<file path="src/rtl/blk_xlat_pkg.sv">
package blk_xlat_pkg;

    localparam int EA_W   = 32;
    localparam int PAGE_W = 20;
    localparam int BASE_W = 11;
    localparam int SEG_W  = 4;

    // decoded upper word of an entry (normalised form)
    typedef struct packed {
        logic [SEG_W-1:0]  seg;
        logic [BASE_W-1:0] base;
        logic [BASE_W-1:0] blen;
        logic              sup_v;
        logic              usr_v;
    } bxu_upper_t;

    // decoded lower word of an entry
    typedef struct packed {
        logic [SEG_W-1:0]  seg;
        logic [BASE_W-1:0] base;
        logic [1:0]        pp;
    } bxu_lower_t;

    typedef enum logic [1:0] {
        PERM_NONE = 2'd0,
        PERM_RO   = 2'd1,
        PERM_RW   = 2'd2
    } bxu_perm_e;

    typedef struct packed {
        logic              hit;
        logic [PAGE_W-1:0] page;
        bxu_perm_e         perm;
    } bxu_match_t;

    // upper-word store: masked base bits are dropped
    function automatic bxu_upper_t upper_from_word(input logic [EA_W-1:0] w);
        bxu_upper_t u;
        u.seg   = w[31:28];
        u.blen  = w[12:2];
        u.base  = w[27:17] & ~w[12:2];
        u.sup_v = w[1];
        u.usr_v = w[0];
        return u;
    endfunction

    function automatic bxu_lower_t lower_from_word(input logic [EA_W-1:0] w);
        bxu_lower_t l;
        l.seg  = w[31:28];
        l.base = w[27:17];
        l.pp   = w[1:0];
        return l;
    endfunction

    function automatic bxu_perm_e pp_to_perm(input logic [1:0] pp);
        if (pp[1])      return PERM_RW;
        else if (pp[0]) return PERM_RO;
        else            return PERM_NONE;
    endfunction

endpackage

</file>
<file path="src/rtl/bxu_regfile.sv">
module bxu_regfile
    import blk_xlat_pkg::*;
#(
    parameter int NUM_ENTRIES = 4,
    localparam int IDX_W = $clog2(NUM_ENTRIES)
) (
    input  logic                  clk,
    input  logic                  rst,
    input  logic                  wr_en,
    input  logic                  wr_set,
    input  logic [IDX_W-1:0]      wr_ent,
    input  logic                  wr_upper,
    input  logic [EA_W-1:0]       wr_data,
    output bxu_upper_t            up_o [2][NUM_ENTRIES],
    output bxu_lower_t            lo_o [2][NUM_ENTRIES]
);

    // bits [16:13] of any store and [16:2] of lower stores carry nothing kept
    logic unused_wr_bits;
    assign unused_wr_bits = ^wr_data[16:13];

    for (genvar s = 0; s < 2; s++) begin : g_set
        for (genvar e = 0; e < NUM_ENTRIES; e++) begin : g_ent
            bxu_upper_t up_q;
            bxu_lower_t lo_q;
            logic       sel;

            assign sel = wr_en && (wr_set == 1'(s)) && (wr_ent == IDX_W'(e));

            always_ff @(posedge clk) begin
                if (rst) begin
                    up_q <= '0;
                    lo_q <= '0;
                end else if (sel) begin
                    if (wr_upper) begin
                        up_q         <= upper_from_word(wr_data);
                        lo_q.base    <= lo_q.base & ~wr_data[12:2];
                    end else begin
                        lo_q         <= lower_from_word(wr_data);
                    end
                end
            end

            assign up_o[s][e] = up_q;
            assign lo_o[s][e] = lo_q;
        end
    end

endmodule

</file>
<file path="src/rtl/bxu_match.sv">
module bxu_match
    import blk_xlat_pkg::*;
(
    input  bxu_upper_t        up_i,
    input  bxu_lower_t        lo_i,
    input  logic [PAGE_W-1:0] ea_page,   // effective address bits [31:12]
    input  logic              is_user,
    output bxu_match_t        m_o
);

    logic [SEG_W-1:0]  ea_seg;
    logic [BASE_W-1:0] ea_blk;
    logic [4:0]        ea_off;
    logic              seg_eq;
    logic              blk_eq;
    logic              priv_ok;

    assign ea_seg = ea_page[19:16];
    assign ea_blk = ea_page[15:5];
    assign ea_off = ea_page[4:0];

    assign seg_eq  = (ea_seg == up_i.seg);
    assign blk_eq  = ((ea_blk & ~up_i.blen) == up_i.base);
    assign priv_ok = is_user ? up_i.usr_v : up_i.sup_v;

    always_comb begin
        m_o.hit  = seg_eq && blk_eq && priv_ok;
        m_o.page = {lo_i.seg, (ea_blk & up_i.blen) | lo_i.base, ea_off};
        m_o.perm = pp_to_perm(lo_i.pp);
    end

endmodule

</file>
<file path="src/rtl/bxu_pick.sv">
module bxu_pick
    import blk_xlat_pkg::*;
#(
    parameter int NUM_ENTRIES = 4,
    localparam int IDX_W = $clog2(NUM_ENTRIES)
) (
    input  bxu_match_t        m_i [NUM_ENTRIES],
    output logic              hit_o,
    output logic [IDX_W-1:0]  idx_o,
    output logic [PAGE_W-1:0] page_o,
    output bxu_perm_e         perm_o
);

    // scan from the top so the lowest matching entry is written last
    always_comb begin
        hit_o  = 1'b0;
        idx_o  = '0;
        page_o = '0;
        perm_o = PERM_NONE;
        for (int i = NUM_ENTRIES - 1; i >= 0; i--) begin
            if (m_i[i].hit) begin
                hit_o  = 1'b1;
                idx_o  = IDX_W'(i);
                page_o = m_i[i].page;
                perm_o = m_i[i].perm;
            end
        end
    end

endmodule

</file>
<file path="src/rtl/blk_xlat_top.sv">
module blk_xlat_top
    import blk_xlat_pkg::*;
#(
    parameter int NUM_ENTRIES = 4,
    localparam int IDX_W = $clog2(NUM_ENTRIES)
) (
    input  logic              clk,
    input  logic              rst,
    input  logic              req_valid,
    input  logic [31:0]       req_ea,
    input  logic              req_is_fetch,
    input  logic              req_is_user,
    input  logic              req_is_write,
    input  logic              wr_en,
    input  logic [IDX_W:0]    wr_idx,
    input  logic              wr_upper,
    input  logic [31:0]       wr_data,
    output logic              rsp_valid,
    output logic              rsp_hit,
    output logic [IDX_W-1:0]  rsp_entry,
    output logic [19:0]       rsp_page,
    output logic              rsp_rd_ok,
    output logic              rsp_wr_ok,
    output logic              rsp_perm_fault
);

    localparam logic SET_INSN = 1'b0;
    localparam logic SET_DATA = 1'b1;

    bxu_upper_t up_all [2][NUM_ENTRIES];
    bxu_lower_t lo_all [2][NUM_ENTRIES];
    bxu_upper_t up_sel [NUM_ENTRIES];
    bxu_lower_t lo_sel [NUM_ENTRIES];
    bxu_match_t m_all  [NUM_ENTRIES];

    logic              set_sel;
    logic              pick_hit;
    logic [IDX_W-1:0]  pick_idx;
    logic [PAGE_W-1:0] pick_page;
    bxu_perm_e         pick_perm;
    logic              rd_ok_c, wr_ok_c, fault_c;

    logic unused_ea_low;
    assign unused_ea_low = ^req_ea[11:0];

    bxu_regfile #(.NUM_ENTRIES(NUM_ENTRIES)) u_regs (
        .clk      (clk),
        .rst      (rst),
        .wr_en    (wr_en),
        .wr_set   (wr_idx[IDX_W]),
        .wr_ent   (wr_idx[IDX_W-1:0]),
        .wr_upper (wr_upper),
        .wr_data  (wr_data),
        .up_o     (up_all),
        .lo_o     (lo_all)
    );

    assign set_sel = req_is_fetch ? SET_INSN : SET_DATA;

    for (genvar e = 0; e < NUM_ENTRIES; e++) begin : g_cmp
        assign up_sel[e] = up_all[set_sel][e];
        assign lo_sel[e] = lo_all[set_sel][e];

        bxu_match u_match (
            .up_i    (up_sel[e]),
            .lo_i    (lo_sel[e]),
            .ea_page (req_ea[31:12]),
            .is_user (req_is_user),
            .m_o     (m_all[e])
        );
    end

    bxu_pick #(.NUM_ENTRIES(NUM_ENTRIES)) u_pick (
        .m_i    (m_all),
        .hit_o  (pick_hit),
        .idx_o  (pick_idx),
        .page_o (pick_page),
        .perm_o (pick_perm)
    );

    always_comb begin
        rd_ok_c = pick_hit && (pick_perm != PERM_NONE);
        wr_ok_c = pick_hit && (pick_perm == PERM_RW);
        fault_c = pick_hit && (req_is_write ? !wr_ok_c : !rd_ok_c);
    end

    always_ff @(posedge clk) begin
        if (rst) begin
            rsp_valid      <= 1'b0;
            rsp_hit        <= 1'b0;
            rsp_entry      <= '0;
            rsp_page       <= '0;
            rsp_rd_ok      <= 1'b0;
            rsp_wr_ok      <= 1'b0;
            rsp_perm_fault <= 1'b0;
        end else begin
            rsp_valid <= req_valid;
            if (req_valid) begin
                rsp_hit        <= pick_hit;
                rsp_entry      <= pick_idx;
                rsp_page       <= pick_page;
                rsp_rd_ok      <= rd_ok_c;
                rsp_wr_ok      <= wr_ok_c;
                rsp_perm_fault <= fault_c;
            end
        end
    end

endmodule

</file>
<file path="config.mk">
export PLATFORM = sky130hd
export DESIGN_NAME = blk_xlat_top
export DESIGN_NICKNAME = d
export VERILOG_FILES = /design/src/rtl/blk_xlat_pkg.sv /design/src/rtl/bxu_regfile.sv /design/src/rtl/bxu_match.sv /design/src/rtl/bxu_pick.sv /design/src/rtl/blk_xlat_top.sv
export SDC_FILE = /design/constraint.sdc
export NUM_CORES = 1
export LEC_CHECK = 0
export ABC_AREA = 1
export BUFFER_PORTS_ARGS = -buffer_cell sky130_fd_sc_hd__buf_4
export CORE_ASPECT_RATIO = 0.9
export CORE_MARGIN = 2
export CORE_UTILIZATION = 38
export CTS_CLUSTER_SIZE = 10
export DETAILED_ROUTE_END_ITERATION = 8
export PLACE_DENSITY_LB_ADDON = 0.12
export SLEW_MARGIN = 20
export SYNTH_ARGS = -nofsm -noshare
export SYNTH_HDL_FRONTEND = slang
export SYNTH_SLANG_ARGS = --single-unit
export TNS_END_PERCENT = 50
</file>
<file path="constraint.sdc">
create_clock -name clk -period 2.2 [get_ports clk]
set_input_delay 0.44 -clock clk [delete_from_list [all_inputs] [get_ports clk]]
set_output_delay 0.44 -clock clk [all_outputs]
set_load 0.005 [all_outputs]
</file>
After elaboration in Yosys (flattened, before gate mapping)
Cells that the tools add are included.
{"block": "totals", "reg_bits": 387, "latchBits": 0, "mem_bits_rw": 0, "rom_bits": 0, "in_bits": 75, "out_inout_bits": 27, "memories": 0}
{"block": "classes", "addsub": 0, "mul": 0, "n_div": 0, "order_cmp": 1, "n_eq_ne": 12, "n_shift": 0, "mux": 44, "bitwise_logic": 29, "reduce_logical": 41}
{"cell": "112-bit 2-to-1 mux", "n": 3}
{"cell": "68-bit 2-to-1 mux", "n": 3}
{"cell": "11-bit bitwise AND", "n": 17}
{"cell": "11-bit 2-to-1 mux", "n": 8}
{"cell": "20-bit 2-to-1 mux", "n": 4}
{"cell": "11-bit NOT", "n": 5}
{"cell": "11-bit == test", "n": 4}
{"cell": "11-bit bitwise OR", "n": 4}
{"cell": "2-bit AND reduction", "n": 16}
{"cell": "2-bit 2-to-1 mux", "n": 12}
{"cell": "1-bit logical AND", "n": 21}
{"cell": "4-bit == test", "n": 4}
{"cell": "1-bit 2-to-1 mux", "n": 14}
{"cell": "2-bit == test, second input constant", "n": 3}
{"cell": "2-bit by 1-bit == test with 1-bit output, second input constant", "n": 1}
{"cell": "2-bit greater-or-equal comparator, second input constant", "n": 1}
{"cell": "1-bit logical NOT", "n": 2}
{"cell": "2-bit logical NOT", "n": 1}
{"cell": "1-bit NOT", "n": 2}
{"cell": "1-bit NOT with 2-bit output", "n": 1}
{"cell": "2-bit nonzero test", "n": 1}

Depth between registers and ports, before layout
{"block": "logic_depth", "word_depth": 19, "mapped_depth": 20}

Modules after synthesis
A second synthesis with hierarchy kept.
{"block": "unflattened", "cells_unflattened": 3348, "area_unflattened_um2": 21878.5}
{"module": "bxu_regfile", "n_inst": 1, "cells_each": 2368, "area_per_inst_um2": 15229.6}
{"module": "blk_xlat_top", "n_inst": 1, "cells_each": 320, "area_per_inst_um2": 3509.6}
{"module": "bxu_match", "n_inst": 4, "cells_each": 115, "area_per_inst_um2": 554.3}
{"module": "bxu_pick", "n_inst": 1, "cells_each": 200, "area_per_inst_um2": 922.1}

Worst setup path before layout
No wires, ideal clock.
{"block": "synth_timing", "kind": "input -> register", "from": "input port req_is_fetch", "to": "register rsp_page[14]", "setup_time_ns": 0.112, "t_arrival_ns": 1.971, "t_required_ns": 2.088, "path_slack_ns": 0.117, "cell_stages": 15, "n_path_buf": 3, "path_cell_list": "buf_6 buf_4 o21ai_1 inv_2 o21bai_1 nand3_1 nor2_2 nand2_2 nand2_2 buf_6 nor2_1 o22ai_1 nand2_1 nand2_1 nand2_1"}
{"block": "synth_between", "elab_chain_cells": 14, "word_cells_on_any_way": 48}
{"item": "start, declared", "line": "blk_xlat_top.sv:11", "source": "input logic req_is_fetch,"}
{"item": "1-bit 2-to-1 mux (*)", "line": "blk_xlat_top.sv:58", "source": "assign set_sel = req_is_fetch ? SET_INSN : SET_DATA;"}
{"item": "1-bit NOT with 2-bit output (implied by the code) (*)", "line": "blk_xlat_top.sv:61, blk_xlat_top.sv:62"}
{"item": "112-bit 2-to-1 mux (implied by the code) (3 in a row)", "line": "blk_xlat_top.sv:61", "source": "assign up_sel[e] = up_all[set_sel][e];"}
{"item": "11-bit NOT", "line": "bxu_match.sv:23", "source": "assign blk_eq = ((ea_blk & ~up_i.blen) == up_i.base);"}
{"item": "11-bit bitwise AND", "line": "bxu_match.sv:23"}
{"item": "11-bit == test", "line": "bxu_match.sv:23"}
{"item": "1-bit logical AND (2 in a row)", "line": "bxu_match.sv:27", "source": "m_o.hit = seg_eq && blk_eq && priv_ok;"}
{"item": "20-bit 2-to-1 mux (3 in a row)", "line": "bxu_pick.sv:21", "source": "if (m_i[i].hit) begin"}
{"item": "20-bit 2-to-1 mux (*)", "line": "bxu_pick.sv:21"}
{"item": "end signal, assigned", "line": "blk_xlat_top.sv:101", "source": "rsp_page <= pick_page;"}
{"item": "end, declared", "line": "blk_xlat_top.sv:21", "source": "output logic [19:0] rsp_page,"}
Mark *: on every way between the ends. The rest lies on a longest branch, timed or not. The select of a mux whose other input is x is not followed.
A chain may end at the register's enable or synchronous reset.

Worst setup path in the final report
{"block": "layout_timing", "from": "register u_regs.g_set[1].g_ent[1].up_q (netlist bit u_regs.up_o[60])", "to": "register rsp_page[0]"}
{"block": "layout_between", "elab_chain_cells": 10}
{"item": "start, declared", "line": "bxu_regfile.sv:24", "source": "bxu_upper_t up_q;"}
{"item": "start signal, assigned", "line": "bxu_regfile.sv:36", "source": "up_q <= upper_from_word(wr_data);"}
{"item": "112-bit 2-to-1 mux (3 in a row)"}
{"item": "11-bit NOT", "line": "bxu_match.sv:23"}
{"item": "11-bit bitwise AND", "line": "bxu_match.sv:23"}
{"item": "11-bit == test", "line": "bxu_match.sv:23"}
{"item": "1-bit logical AND (2 in a row)", "line": "bxu_match.sv:27"}
{"item": "20-bit 2-to-1 mux (2 in a row)", "line": "bxu_pick.sv:21"}
No other way between the ends. The select of a mux whose other input is x is not followed.

==> Implementation_results.wiki <==
{| class="wikitable"
! Metric !! Value
|-
| Number of buffer cells added on primary ports || between 80 and 90
|-
| Data required time at the worst endpoint || roughly 2.7 ns
|-
| Top cell type's share of synthesized area || approximately 43%
|-
| Detail Placement HPWL || roughly 50 mm
|-
| Via density per instance || around 5.4
|-
| Dominant cell type by area after synthesis || dfxtp_1
|-
| Final clock skew || around 0.020 ns
|-
| Wire length of the first global-routing pass || between 100 and 150 mm
|-
| CP startpoint kind || flip-flop
|-
| Bufs on Longest Clock Path || 3
|-
| Number of antenna violations at the first check in global routing || 0
|-
| Gate count of the mapped netlist || between 2,000 and 3,000
|-
| Worst hold path startpoint || req_ea[15]
|-
| Drt pass-1 iters || 6
|-
| Worst slew slack as a fraction of its limit || a little over two fifths
|-
| Most frequent cells in the layout || nand2_1 (833), dfxtp_1 (387), a21oi_1 (299)
|-
| Crit-path slowest cell || dfxtp_1
|-
| Min setup slack post-route || 0.0862 ns
|-
| Status || completed
|-
| Vias in the first global route || ~18,000
|-
| Post-synthesis to final-layout area growth || 24.2%
|-
| Transition time of the tightest slew-check pin || between 0.8 and 0.9 ns
|-
| Crit path arrival time || around 2.6 ns
|-
| Post-detailed-routing wire length || 73.1 mm
|-
| Inserted Clock Buffers || 47
|-
| Std-Cell Core Area || roughly 48,000 µm²
|-
| Chip height || between 200 and 250 µm
|-
| Cell area after technology mapping || 18,200 µm²
|-
| Antenna Nets Post-Route || 0
|-
| Maximum fanout count along the critical path || 8
|-
| Launching instance or port of the critical path || u_regs.up_o[60]$_SDFFE_PP0P_
|-
| Depth of the CTS H-tree || 2
|-
| Synthesized area divided by synthesized cell count || about 6.6 µm²
|-
| Critical path, cell by cell || inv_1, o21ai_0, inv_1, nand3_1, nand2_1, nor2_1, nand2_1, nor2_4, nand2_4, buf_4, nand3_1, nand2_2, buf_4, o21ai_0
|-
| Power per cell area || ~700 nW/µm²
|-
| Hold slack || between 0.1 and 0.15 ns
|-
| Flip-flop cell with the highest count after synthesis || dfxtp_1
|-
| Count of state elements after synthesis || about 390
|-
| Count of max-cap constraint violations || 0
|-
| Most frequent standard cell in the layout excluding fill and tap cells || nand2_1
|-
| TritonCTS clock tree || done
|-
| Buffer cell driving the clock tree root || clkbuf_16
|-
| CTS clk-pin slew, worst paths || ~0.06 ns
|-
| Number of DRC violations after detailed-routing iteration 0 || 2,158
|-
| RD Place Congestion || 0.923
|-
| Effective utilization at floorplan || between 30% and 40%
|-
| Share of the cycle needed by the critical path after routing || slightly below 100%
|-
| Distinct cell type count after synthesis || 33
|-
| Endpoint kind of the worst setup timing path || flip-flop
|-
| Clock insertion delay at the later pin of the skew report || a little under 0.6 ns
|-
| Leak Pwr || approximately 0.0093 µW
|-
| Max Slew Vio Count || 0
|-
| Number of enable-type register cells in the synthesized netlist || 0
|-
| Die boundary width || about 230 µm
|-
| Sequential fraction of the synthesis area || between 40 and 50%
|-
| Avg WL per Cell || ~21 µm
|-
| Maximum VDD drop || a little under 0.6 mV
|-
| Residual DRC count || 0
|-
| Number of antenna repair diodes || 0
|-
| Proportion of register bits with asynchronous set or reset after synthesis || 0%
|-
| Highest clock rate || approximately 470 MHz
|-
| Top post-synthesis cells by area || dfxtp_1 (43%), nand2_1 (17%), a21oi_1 (8.2%)
|-
| Standard-cell row count || 76
|-
| Largest net degree at the start of global routing || 108
|-
| Postcts setup bufs || 0
|-
| Source of the worst register-to-register timing path || u_regs.up_o[60]$_SDFFE_PP0P_
|-
| Via total after detailed routing || 19,200
|-
| Fraction of final layout cells with drive strength greater than 1 || around 15%
|-
| Post-layout net count || 2,995
|-
| Clock Sinks || about 390
|-
| Worst hold path class || input pin to flip-flop
|-
| Fillcell total || around 4,900
|-
| Final setup viols || 0
|-
| Final global-route overflow total || 0
|-
| IO Count || 102
|-
| Final period demand of the worst path || between 2 and 2.5 ns
|-
| Die ar. || slightly below 50,000 µm²
|-
| Total track usage || ~29%
|-
| Yosys synthesis warning count || 0
|-
| Final core utilization || a little under half
|-
| Dpl ws || -0.773 ns
|-
| Unrepaired setup endpoints after global routing || true
|-
| Slowest Stage Delay on Critical Path || ~0.3 ns
|-
| Startpoint-to-endpoint class of the critical path || flip-flop to flip-flop
|-
| Post-synth net total || between 2,000 and 3,000
|-
| Number of hold violations in the final report || 0
|}
what timing repair did:
item                                    4_1_cts  5_1_grt
resized for setup                            10       77
endpoints found under the setup margin       26       26
endpoints found under the hold margin         0        0
gates cloned                                  0        4
hold buffers                                  0        0
pin swaps                                     2       18
logic make-up after synthesis:
logic type / Yosys count / synth area share [%]
multiplexers: 7 / 0.385
XOR/XNOR: 8 / 0.385
AND/OR/NAND/NOR: 1227 / 26.7
AO/OA/AOI/OAI: 688 / 20.6
buffers and inverters: 424 / 9.36
flip-flops: 387 / 42.6
synthesized netlist by cell type (13+ instances only):
library cell	instances
a21oi_1	300
clkbuf_1	143
buf_2	29
o211ai_1	13
nand2_1	844
nand3_1	153
nor2_1	208
o22ai_1	24
o21ai_1	23
inv_1	218
o21ai_0	248
dfxtp_1	387
a221oi_1	38
a211oi_1	28
layout make-up:
| class | instances | area, µm² | share of cell area [%] |
|---|---|---|---|
| multi-input cells | 1930 | 8950 | 39.6 |
| flip-flops and latches | 387 | 7750 | 34.3 |
| repair buffers | 327 | 2890 | 12.8 |
| clock buffers | 64 | 1330 | 5.90 |
| inverters | 227 | 855 | 3.78 |
| well taps | 624 | 781 | 3.45 |
| clock inverters | 4 | 45.0 | 0.199 |
stage by stage:
stage / std cells / total power, µW / setup TNS (ns) / cell area, µm²
finish: 3563 / 16200 / 0 / 22600
global route: 3563 / 16800 / -0.132 / 22600
global placement: 3491 / 8970 / -17.63 / 20900
detailed placement: 3491 / 8980 / -18.84 / 20900
floorplan: 2741 / 8150 / 0 / 18200
CTS: 3559 / 16300 / 0 / 22300
final timing paths:
path / cells past startpoint / slack [ns] / end
min: 3 / 0.12 / rsp_page[3]$_SDFFE_PP0P_
min reg2reg: 2 / 0.44 / u_regs.lo_o[65]$_SDFFE_PP0P_
max: 14 / 0.09 / rsp_page[0]$_SDFFE_PP0P_
max reg2reg: 14 / 0.09 / rsp_page[0]$_SDFFE_PP0P_
power breakdown:
part / total, µW / internal (µW) / switching (µW) / leakage [µW]
Combinational: 1770 / 596 / 1180 / 0.00550
Clock: 7290 / 4270 / 3020 / 0.000677
Sequential: 7150 / 7110 / 40.8 / 0.00313
Total: 16200 / 12000 / 4240 / 0.00930
worst max-delay path, delay by kind of cell, from the launching register on:
kind | cells | cell delay, ns
buffers and inverters | 4 | 0.47
and+or+nand+nor | 8 | 0.91
AOI/OAI and AO/OA | 2 | 0.34
DFF | 1 | 0.30
state kept, by name, indices dropped and copies added, names as in the netlist:
name and flops:
rsp_entry 2, u_regs.up_o 224, rsp_hit 1, rsp_valid 1, u_regs.lo_o 136, rsp_rd_ok 1
rsp_wr_ok 1, rsp_page 20, rsp_perm_fault 1
layer usage:
metal	global-route usage [%]	vias to the layer above	share of wire (%)
met5	0	-	0
met4	9.82	0	3.4
met3	4.16	120	7.6
met2	47.5	776	45
met1	38.5	9070	44
li1	-	9268	-
Power figures use the tool's default switching activity.
